$ cat src/rtl/isa_ata_pkg.sv
package isa_ata_pkg;

    localparam int REG_W = 3;

    typedef enum logic [2:0] {
        ST_IDLE,
        ST_STROBE,
        ST_HOLD,
        ST_TAIL,
        ST_LOCAL
    } state_t;

    typedef enum logic [1:0] {
        ACC_DATA_LO,
        ACC_DATA_HI,
        ACC_CMD,
        ACC_VOID
    } acc_kind_t;

    typedef struct packed {
        acc_kind_t         kind;
        logic              is_wr;
        logic [REG_W-1:0]  idx;
    } access_t;

endpackage

$ cat src/rtl/isa_ata_sync.sv
module isa_ata_sync #(
    parameter int W      = 1,
    parameter int STAGES = 2
) (
    input  logic         clk,
    input  logic         rst_n,
    input  logic [W-1:0] d,
    output logic [W-1:0] q
);

    generate
        if (STAGES <= 1) begin : g_single
            always_ff @(posedge clk or negedge rst_n) begin
                if (!rst_n) q <= '0;
                else        q <= d;
            end
        end else begin : g_chain
            logic [STAGES*W-1:0] chain;
            always_ff @(posedge clk or negedge rst_n) begin
                if (!rst_n) chain <= '0;
                else        chain <= {chain[(STAGES-1)*W-1:0], d};
            end
            assign q = chain[STAGES*W-1 -: W];
        end
    endgenerate

endmodule

$ cat src/rtl/isa_ata_decode.sv
module isa_ata_decode
    import isa_ata_pkg::*;
#(
    parameter int                ADDR_W    = 10,
    parameter logic [ADDR_W-1:0] BASE_ADDR = 10'h300
) (
    input  logic [ADDR_W-1:0] addr,
    output logic              sel,
    output acc_kind_t         kind,
    output logic [REG_W-1:0]  idx
);

    localparam int WIN_LSB = REG_W + 1;

    logic half;

    assign sel  = (addr[ADDR_W-1:WIN_LSB] == BASE_ADDR[ADDR_W-1:WIN_LSB]);
    assign idx  = addr[REG_W:1];
    assign half = addr[0];

    always_comb begin
        if (idx == '0) begin
            kind = half ? ACC_DATA_HI : ACC_DATA_LO;
        end else begin
            kind = half ? ACC_VOID : ACC_CMD;
        end
    end

endmodule

$ cat src/rtl/isa_ata_fsm.sv
module isa_ata_fsm
    import isa_ata_pkg::*;
#(
    parameter int HOLD_CYCLES = 2
) (
    input  logic             clk,
    input  logic             rst_n,
    input  logic             rd_s,
    input  logic             wr_s,
    input  logic             sel,
    input  acc_kind_t        kind_in,
    input  logic [REG_W-1:0] idx_in,
    output state_t           state_q,
    output access_t          acc_d,
    output logic             start,
    output logic             drv_rd,
    output logic             drv_wr,
    output logic             drv_dout_en,
    output logic             host_dout_en,
    output logic [REG_W-1:0] drv_reg
);

    localparam int CNT_W = (HOLD_CYCLES < 2) ? 1 : $clog2(HOLD_CYCLES + 1);

    state_t            state_d;
    access_t           acc_q;
    logic [CNT_W-1:0]  cnt;
    logic              strobe_s;
    logic              goes_out;

    assign strobe_s = rd_s | wr_s;

    always_comb begin
        goes_out = 1'b0;
        unique case (kind_in)
            ACC_DATA_LO: goes_out = rd_s;
            ACC_DATA_HI: goes_out = !rd_s;
            ACC_CMD:     goes_out = 1'b1;
            ACC_VOID:    goes_out = 1'b0;
            default:     goes_out = 1'b0;
        endcase
    end

    always_comb begin
        state_d = state_q;
        acc_d   = acc_q;
        start   = 1'b0;
        unique case (state_q)
            ST_IDLE: begin
                if (strobe_s && sel) begin
                    start       = 1'b1;
                    acc_d.kind  = kind_in;
                    acc_d.is_wr = !rd_s;
                    acc_d.idx   = idx_in;
                    state_d     = goes_out ? ST_STROBE : ST_LOCAL;
                end
            end
            ST_STROBE: if (!strobe_s) state_d = ST_HOLD;
            ST_HOLD:   if (cnt == '0) state_d = acc_q.is_wr ? ST_TAIL : ST_IDLE;
            ST_TAIL:   if (cnt == '0) state_d = ST_IDLE;
            ST_LOCAL:  if (!strobe_s) state_d = ST_IDLE;
            default:   state_d = ST_IDLE;
        endcase
    end

    always_ff @(posedge clk or negedge rst_n) begin
        if (!rst_n) begin
            state_q <= ST_IDLE;
            acc_q   <= '{kind: ACC_VOID, is_wr: 1'b0, idx: '0};
        end else begin
            state_q <= state_d;
            acc_q   <= acc_d;
        end
    end

    always_ff @(posedge clk or negedge rst_n) begin
        if (!rst_n) begin
            cnt <= '0;
        end else if ((state_d == ST_HOLD && state_q != ST_HOLD) ||
                     (state_d == ST_TAIL && state_q != ST_TAIL)) begin
            cnt <= CNT_W'(HOLD_CYCLES - 1);
        end else if (cnt != '0) begin
            cnt <= cnt - 1'b1;
        end
    end

    always_ff @(posedge clk or negedge rst_n) begin
        if (!rst_n) begin
            drv_rd       <= 1'b0;
            drv_wr       <= 1'b0;
            drv_dout_en  <= 1'b0;
            host_dout_en <= 1'b0;
            drv_reg      <= '0;
        end else begin
            drv_rd       <= (state_d == ST_STROBE || state_d == ST_HOLD) && !acc_d.is_wr;
            drv_wr       <= (state_d == ST_STROBE || state_d == ST_HOLD) && acc_d.is_wr;
            drv_dout_en  <= (state_d == ST_STROBE || state_d == ST_HOLD ||
                             state_d == ST_TAIL) && acc_d.is_wr;
            host_dout_en <= (state_d == ST_STROBE || state_d == ST_HOLD ||
                             state_d == ST_LOCAL) && !acc_d.is_wr;
            if (start) drv_reg <= acc_d.idx;
        end
    end

endmodule

$ cat src/rtl/isa_ata_datapath.sv
module isa_ata_datapath
    import isa_ata_pkg::*;
#(
    parameter int HOST_W = 8
) (
    input  logic              clk,
    input  logic              rst_n,
    input  logic              start,
    input  acc_kind_t         kind,
    input  logic              is_wr,
    input  state_t            state_q,
    input  logic              drv_rd,
    input  logic [HOST_W-1:0] host_byte,
    input  logic [2*HOST_W-1:0] drv_din,
    output logic [HOST_W-1:0] host_dout,
    output logic [2*HOST_W-1:0] drv_dout
);

    logic [HOST_W-1:0] held;

    always_ff @(posedge clk or negedge rst_n) begin
        if (!rst_n) begin
            held      <= '0;
            host_dout <= '1;
            drv_dout  <= '0;
        end else if (start) begin
            unique case (kind)
                ACC_DATA_LO: if (is_wr) held <= host_byte;
                ACC_DATA_HI: begin
                    if (is_wr) drv_dout  <= {host_byte, held};
                    else       host_dout <= held;
                end
                ACC_CMD:     if (is_wr) drv_dout <= {{HOST_W{1'b0}}, host_byte};
                ACC_VOID:    if (!is_wr) host_dout <= '1;
                default:     ;
            endcase
        end else if (state_q == ST_STROBE && drv_rd) begin
            host_dout <= drv_din[HOST_W-1:0];
            if (kind == ACC_DATA_LO) held <= drv_din[2*HOST_W-1:HOST_W];
        end
    end

endmodule

$ cat src/rtl/isa_ata_bridge.sv
module isa_ata_bridge
    import isa_ata_pkg::*;
#(
    parameter int                ADDR_W      = 10,
    parameter logic [ADDR_W-1:0] BASE_ADDR   = 10'h300,
    parameter int                HOLD_CYCLES = 2,
    parameter int                SYNC_STAGES = 2
) (
    input  logic              clk,
    input  logic              rst_n,
    input  logic [ADDR_W-1:0] host_addr,
    input  logic              host_rd,
    input  logic              host_wr,
    input  logic [7:0]        host_din,
    output logic [7:0]        host_dout,
    output logic              host_dout_en,
    output logic [2:0]        drv_reg,
    output logic              drv_rd,
    output logic              drv_wr,
    input  logic [15:0]       drv_din,
    output logic [15:0]       drv_dout,
    output logic              drv_dout_en
);

    localparam int HOST_W = 8;
    localparam int BUS_W  = ADDR_W + HOST_W + 2;

    logic [BUS_W-1:0]  bus_s;
    logic [ADDR_W-1:0] addr_s;
    logic [HOST_W-1:0] byte_s;
    logic              rd_s;
    logic              wr_s;
    logic              strobe_s;
    logic              sel;
    acc_kind_t         kind;
    logic [REG_W-1:0]  idx;
    state_t            state_q;
    access_t           acc_d;
    logic              start;

    isa_ata_sync #(.W(BUS_W), .STAGES(SYNC_STAGES)) u_sync (
        .clk   (clk),
        .rst_n (rst_n),
        .d     ({host_addr, host_din, host_rd, host_wr}),
        .q     (bus_s)
    );

    assign {addr_s, byte_s, rd_s, wr_s} = bus_s;
    assign strobe_s = rd_s | wr_s;

    isa_ata_decode #(.ADDR_W(ADDR_W), .BASE_ADDR(BASE_ADDR)) u_decode (
        .addr (addr_s),
        .sel  (sel),
        .kind (kind),
        .idx  (idx)
    );

    isa_ata_fsm #(.HOLD_CYCLES(HOLD_CYCLES)) u_fsm (
        .clk          (clk),
        .rst_n        (rst_n),
        .rd_s         (rd_s),
        .wr_s         (wr_s),
        .sel          (sel),
        .kind_in      (kind),
        .idx_in       (idx),
        .state_q      (state_q),
        .acc_d        (acc_d),
        .start        (start),
        .drv_rd       (drv_rd),
        .drv_wr       (drv_wr),
        .drv_dout_en  (drv_dout_en),
        .host_dout_en (host_dout_en),
        .drv_reg      (drv_reg)
    );

    isa_ata_datapath #(.HOST_W(HOST_W)) u_data (
        .clk       (clk),
        .rst_n     (rst_n),
        .start     (start),
        .kind      (acc_d.kind),
        .is_wr     (acc_d.is_wr),
        .state_q   (state_q),
        .drv_rd    (drv_rd),
        .host_byte (byte_s),
        .drv_din   (drv_din),
        .host_dout (host_dout),
        .drv_dout  (drv_dout)
    );

endmodule

$ cat config.mk
export PLATFORM = sky130hd
export DESIGN_NAME = isa_ata_bridge
export DESIGN_NICKNAME = d
export VERILOG_FILES = /design/src/rtl/isa_ata_pkg.sv /design/src/rtl/isa_ata_sync.sv /design/src/rtl/isa_ata_decode.sv /design/src/rtl/isa_ata_fsm.sv /design/src/rtl/isa_ata_datapath.sv /design/src/rtl/isa_ata_bridge.sv
export SDC_FILE = /design/constraint.sdc
export NUM_CORES = 1
export LEC_CHECK = 0
export BUFFER_PORTS_ARGS = -buffer_cell sky130_fd_sc_hd__buf_2
export CAP_MARGIN = 20
export CORE_AREA = 2 2 83 85
export CTS_CLUSTER_DIAMETER = 80
export DETAILED_ROUTE_END_ITERATION = 8
export DIE_AREA = 0 0 85 87
export PLACE_DENSITY = 0.81
export SETUP_SLACK_MARGIN = 0.4
export SLEW_MARGIN = 20
export SYNTH_ARGS = -nofsm -noshare
export SYNTH_HDL_FRONTEND = slang
export SYNTH_SLANG_ARGS = --single-unit
$ cat constraint.sdc
create_clock -name clk -period 4.4 [get_ports clk]
set_input_delay 0.44 -clock clk [delete_from_list [all_inputs] [get_ports clk]]
set_output_delay 0.44 -clock clk [all_outputs]
set_load 0.02 [all_outputs]
==> reports/qor.log <==
[clock_network] clk_lat worst skew 350 ps
[detailed_routing] number of DRC violations after detailed routing 0
[detailed_routing] First DRT Iteration DRCs 176
[place] last weighted congestion value of the routability-driven placer 0.736
[pwr] IR Drop Worst-Case VDD 0.261 mV
[clock_network] cts-stage hold buffer count 0
[yosys] Synth Net Count 295
[place] placed wire-length estimate after detailed placement 4200 um
[yosys] portion of the post-synthesis area used by sequential elements 63.7%
[detailed_routing] routed wire length 6190 um
[global_route] via count of the first global-routing pass 2124
[setup_path] type of destination of the critical path flop
[yosys] mean instance size in the synthesized netlist 13.6 um^2
[pwr] leakage power summed over all cells 2.06 nW
[floorplanning] IO Pins 69
[global_route] fraction of met3 tracks used by global routing 4.55%
[setup_path] category of the worst setup path launch point flop
[yosys] share of the synthesized area in compound gates (AO/OA/AOI/OAI) 3.16%
[timing] total negative slack 0 ps
[global_route] largest net degree at the start of global routing 88
[timing] number of failing hold endpoints at the final stage 0
[global_route] first-pass GRT wire length 10400 um
[setup_path] worst endpoint required time 4680 ps
[detailed_routing] post-route antenna net violation count 0
[floorplanning] vertical extent of the die 87 um
[setup_path] CP Cell Sequence nor4_1 -> nand3_1 -> or3_1 -> o21ai_0 -> ha_1 -> o211ai_1 -> o21ai_0 -> nand2_1 -> mux2_2
[timing] number of failing setup endpoints in the final timing report 0
[floorplanning] # rows 30
[timing] final clock period utilization by the worst path 78.6%
[floorplanning] Placeable Area 6570 um^2
[global_route] overall track demand over capacity in global routing 18.6%
[yosys] most used flip-flop cell after synthesis sky130_fd_sc_hd__dfrtp_1
[place] count of input and output buffers 68
[place] dpl cell area 3850 um^2
[cells_and_area] sequential standard cell area 2190 um^2
[clock_network] post-CTS sizing 0
[yosys] register bit total from synthesis 87
[cells_and_area] Biggest register u_sync.g_chain.chain
[yosys] number of instances in the synthesized netlist 252
[global_route] global-route met2 utilization 27.1%
[cells_and_area] Layout area overhead 18.2%
[clock_network] CTS root buf sky130_fd_sc_hd__clkbuf_8
[cells_and_area] max reg flops 40
[detailed_routing] number of iterations in the first detailed-routing pass 4
[run] number of max-cap violations 0
[cells_and_area] ant diodes 0
[yosys] number of distinct library cells after synthesis 34
[cells_and_area] area of the multi-input gates 1140 um^2
[clock_network] CTS H-tree depth 3
[setup_path] Largest stage delay, worst path 560 ps
[clock_network] number of buffers created by CTS 9
[setup_path] Setup CP Type flop to flop
[clock_network] setup fix buffers added after clock tree synthesis 0
[yosys] largest family of logic cells by synthesized area multiplexers
[floorplanning] starting density of the core 52.4%
[yosys] xor/xnor share of the synthesized area 0.509%
[min_path] worst hold-check path type input port to asynchronous set/reset pin
[cells_and_area] filler cell count in the final layout 500
[floorplanning] die footprint 7400 um^2
[cells_and_area] Largest regs u_sync.g_chain.chain x40, u_data.drv_dout x16
[floorplanning] overall die width 85 um
[yosys] fraction of registers with async set or reset after synthesis 100%
[global_route] antenna violations before repair 0
[timing] number of max-slew violations in the final report 0
[cells_and_area] fraction of final layout cells sized beyond drive strength 1 41.5%
[clock_network] Num Clock Sinks 87
[yosys] mux share of post-synthesis cell area 19.8%
[pwr] power per cell area 439 nW/um^2
[pwr] sum of internal, switching and leakage power 1.79 mW
[timing] final critical-path required period 3460 ps
[yosys] adder-cell share of the synthesized area 1.82%
[global_route] met1 usage in global routing 26.9%
[timing] RSZ-0062 raised after global routing no
[global_route] grt ovf 0
[clock_network] clock tree buffer depth 2
[yosys] post-synthesis cell area 3440 um^2
[detailed_routing] overall via count from detail_route 2058
[setup_path] Crit path top cell by count sky130_fd_sc_hd__o21ai_0
[timing] worst slew margin relative to its limit 51.1%
[setup_path] maximum fanout along the worst path 11
[detailed_routing] wire length per cell 15.2 um
[setup_path] cell type of the slowest stage on the worst timing path sky130_fd_sc_hd__or3_1
[yosys] area fraction in and, or, nand and nor cells after synthesis 7.68%
[global_route] busiest layer in global routing met2
[yosys] Yosys warnings 0
[status] run status complete, no violations
[cells_and_area] final std cell area, no fill 4070 um^2
[cells_and_area] nets@finish 366
[clock_network] CTS clk-pin slew, worst paths 80 ps
[timing] Slew @ Worst Pin 733 ps
[yosys] Post-synth EDFFs 0
[detailed_routing] vias per cell 5.04
[clock_network] TritonCTS clock tree done
[timing] maximum clock frequency 289 MHz
[setup_path] data arrival time of the critical path 3740 ps
[timing] final worst clock skew 5.41 ps
-- critical path, delay by kind of cell, from the launching register on --
kind,cells,cell delay [ps]
AOI/OAI and AO/OA,3,760
and+or+nand+nor,4,1430
DFF,1,370
muxes,1,360
adders and majority gates,1,480
-- report_power, final --
group          leakage (nW)  internal, mW  switching (mW)
sequential             1.06         0.881          0.0467
combinational         0.900         0.138           0.156
clock                0.0988         0.294           0.270
-- metrics by stage --
stage                     utilization, %  hold slack [ps]  std cells  worst slack (ps)
after floorplan                        -              144        252              1110
after global placement              58.7              332        392              1110
after detailed placement            58.7              335        392               953
after CTS                           61.8              176        408               919
after global routing                61.9              172        408               666
final                               61.9              126        408               942
-- layer usage --
| layer | up-vias | share of wire (%) |
|---|---|---|
| met3 | 8 | 5.8 |
| li1 | 984 | - |
| met4 | 0 | 1.5 |
| met2 | 65 | 47 |
| met5 | - | 0 |
| met1 | 1001 | 45 |
-- layout make-up --
class	instances	area share, %
Sequential cell	87	53.8
Timing Repair Buffer	71	9.08
Clock inverter	4	1.32
Inverter	16	1.48
Tap cell	80	2.46
Clock buffer	12	3.82
Multi-Input combinational cell	138	28.0
-- cell families (layout without fill, tap and decap cells) --
kind of cell               after synthesis  in the layout
DFF                                     87             87
muxes                                   59             59
and+or+nand+nor                         54             54
buffers and inverters                   27            103
AOI/OAI and AO/OA                       18             18
adders and majority gates                5              5
xor gates and xnor gates                 2              2
-- layout by cell type (no fill, tap or decap), types with 3 or more instances in the layout --
| cell | count |
|---|---|
| sky130_fd_sc_hd__buf_2 | 67 |
| sky130_fd_sc_hd__nor4_1 | 3 |
| sky130_fd_sc_hd__dfstp_2 | 10 |
| sky130_fd_sc_hd__ha_1 | 5 |
| sky130_fd_sc_hd__dfrtp_1 | 77 |
| sky130_fd_sc_hd__nor2_1 | 12 |
| sky130_fd_sc_hd__mux2i_1 | 11 |
| sky130_fd_sc_hd__mux2_4 | 8 |
| sky130_fd_sc_hd__or3_1 | 3 |
| sky130_fd_sc_hd__nor2b_1 | 10 |
| sky130_fd_sc_hd__clkbuf_8 | 11 |
| sky130_fd_sc_hd__inv_1 | 16 |
| sky130_fd_sc_hd__buf_4 | 3 |
| sky130_fd_sc_hd__o21ai_0 | 5 |
| sky130_fd_sc_hd__a21oi_1 | 6 |
| sky130_fd_sc_hd__nand2_1 | 16 |
| sky130_fd_sc_hd__mux2_1 | 10 |
| sky130_fd_sc_hd__mux2_2 | 30 |
-- worst paths after layout --
path | from | endpoint | slack (ps) | cells after the start
max in group asynchronous | rst_n | u_sync.g_chain.chain[9]$_DFF_PN0_ | 3780 | 1
hold reg to reg | u_sync.g_chain.chain[4]$_DFF_PN0_ | u_sync.g_chain.chain[24]$_DFF_PN0_ | 350 | 0
min in group clk | host_din[0] | u_sync.g_chain.chain[2]$_DFF_PN0_ | 190 | 1
setup reg to reg | u_sync.g_chain.chain[35]$_DFF_PN0_ | u_data.host_dout[5]$_DFFE_PN1P_ | 940 | 9
hold / removal | rst_n | u_sync.g_chain.chain[14]$_DFF_PN0_ | 130 | 1
setup / recovery | u_sync.g_chain.chain[35]$_DFF_PN0_ | u_data.host_dout[5]$_DFFE_PN1P_ | 940 | 9
-- synthesized netlist by cell type (2+ instances only) --
cell / number / area, um^2
sky130_fd_sc_hd__a21o_1: 2 / 15.0
sky130_fd_sc_hd__a21oi_1: 6 / 30.0
sky130_fd_sc_hd__buf_2: 3 / 15.0
sky130_fd_sc_hd__clkbuf_1: 6 / 22.5
sky130_fd_sc_hd__dfrtp_1: 77 / 1930
sky130_fd_sc_hd__dfstp_2: 10 / 263
sky130_fd_sc_hd__ha_1: 5 / 62.6
sky130_fd_sc_hd__inv_1: 16 / 60.1
sky130_fd_sc_hd__mux2_1: 10 / 113
sky130_fd_sc_hd__mux2_2: 30 / 338
sky130_fd_sc_hd__mux2_4: 8 / 120
sky130_fd_sc_hd__mux2i_1: 11 / 110
sky130_fd_sc_hd__nand2_1: 16 / 60.1
sky130_fd_sc_hd__nand3_1: 2 / 10.0
sky130_fd_sc_hd__nand4_1: 2 / 12.5
sky130_fd_sc_hd__nor2_1: 12 / 45.0
sky130_fd_sc_hd__nor2b_1: 10 / 62.6
sky130_fd_sc_hd__nor3_1: 2 / 10.0
sky130_fd_sc_hd__nor4_1: 3 / 18.8
sky130_fd_sc_hd__o21ai_0: 5 / 25.0
sky130_fd_sc_hd__or3_1: 3 / 18.8
No activity file was read; power rests on OpenSTA's default activity.
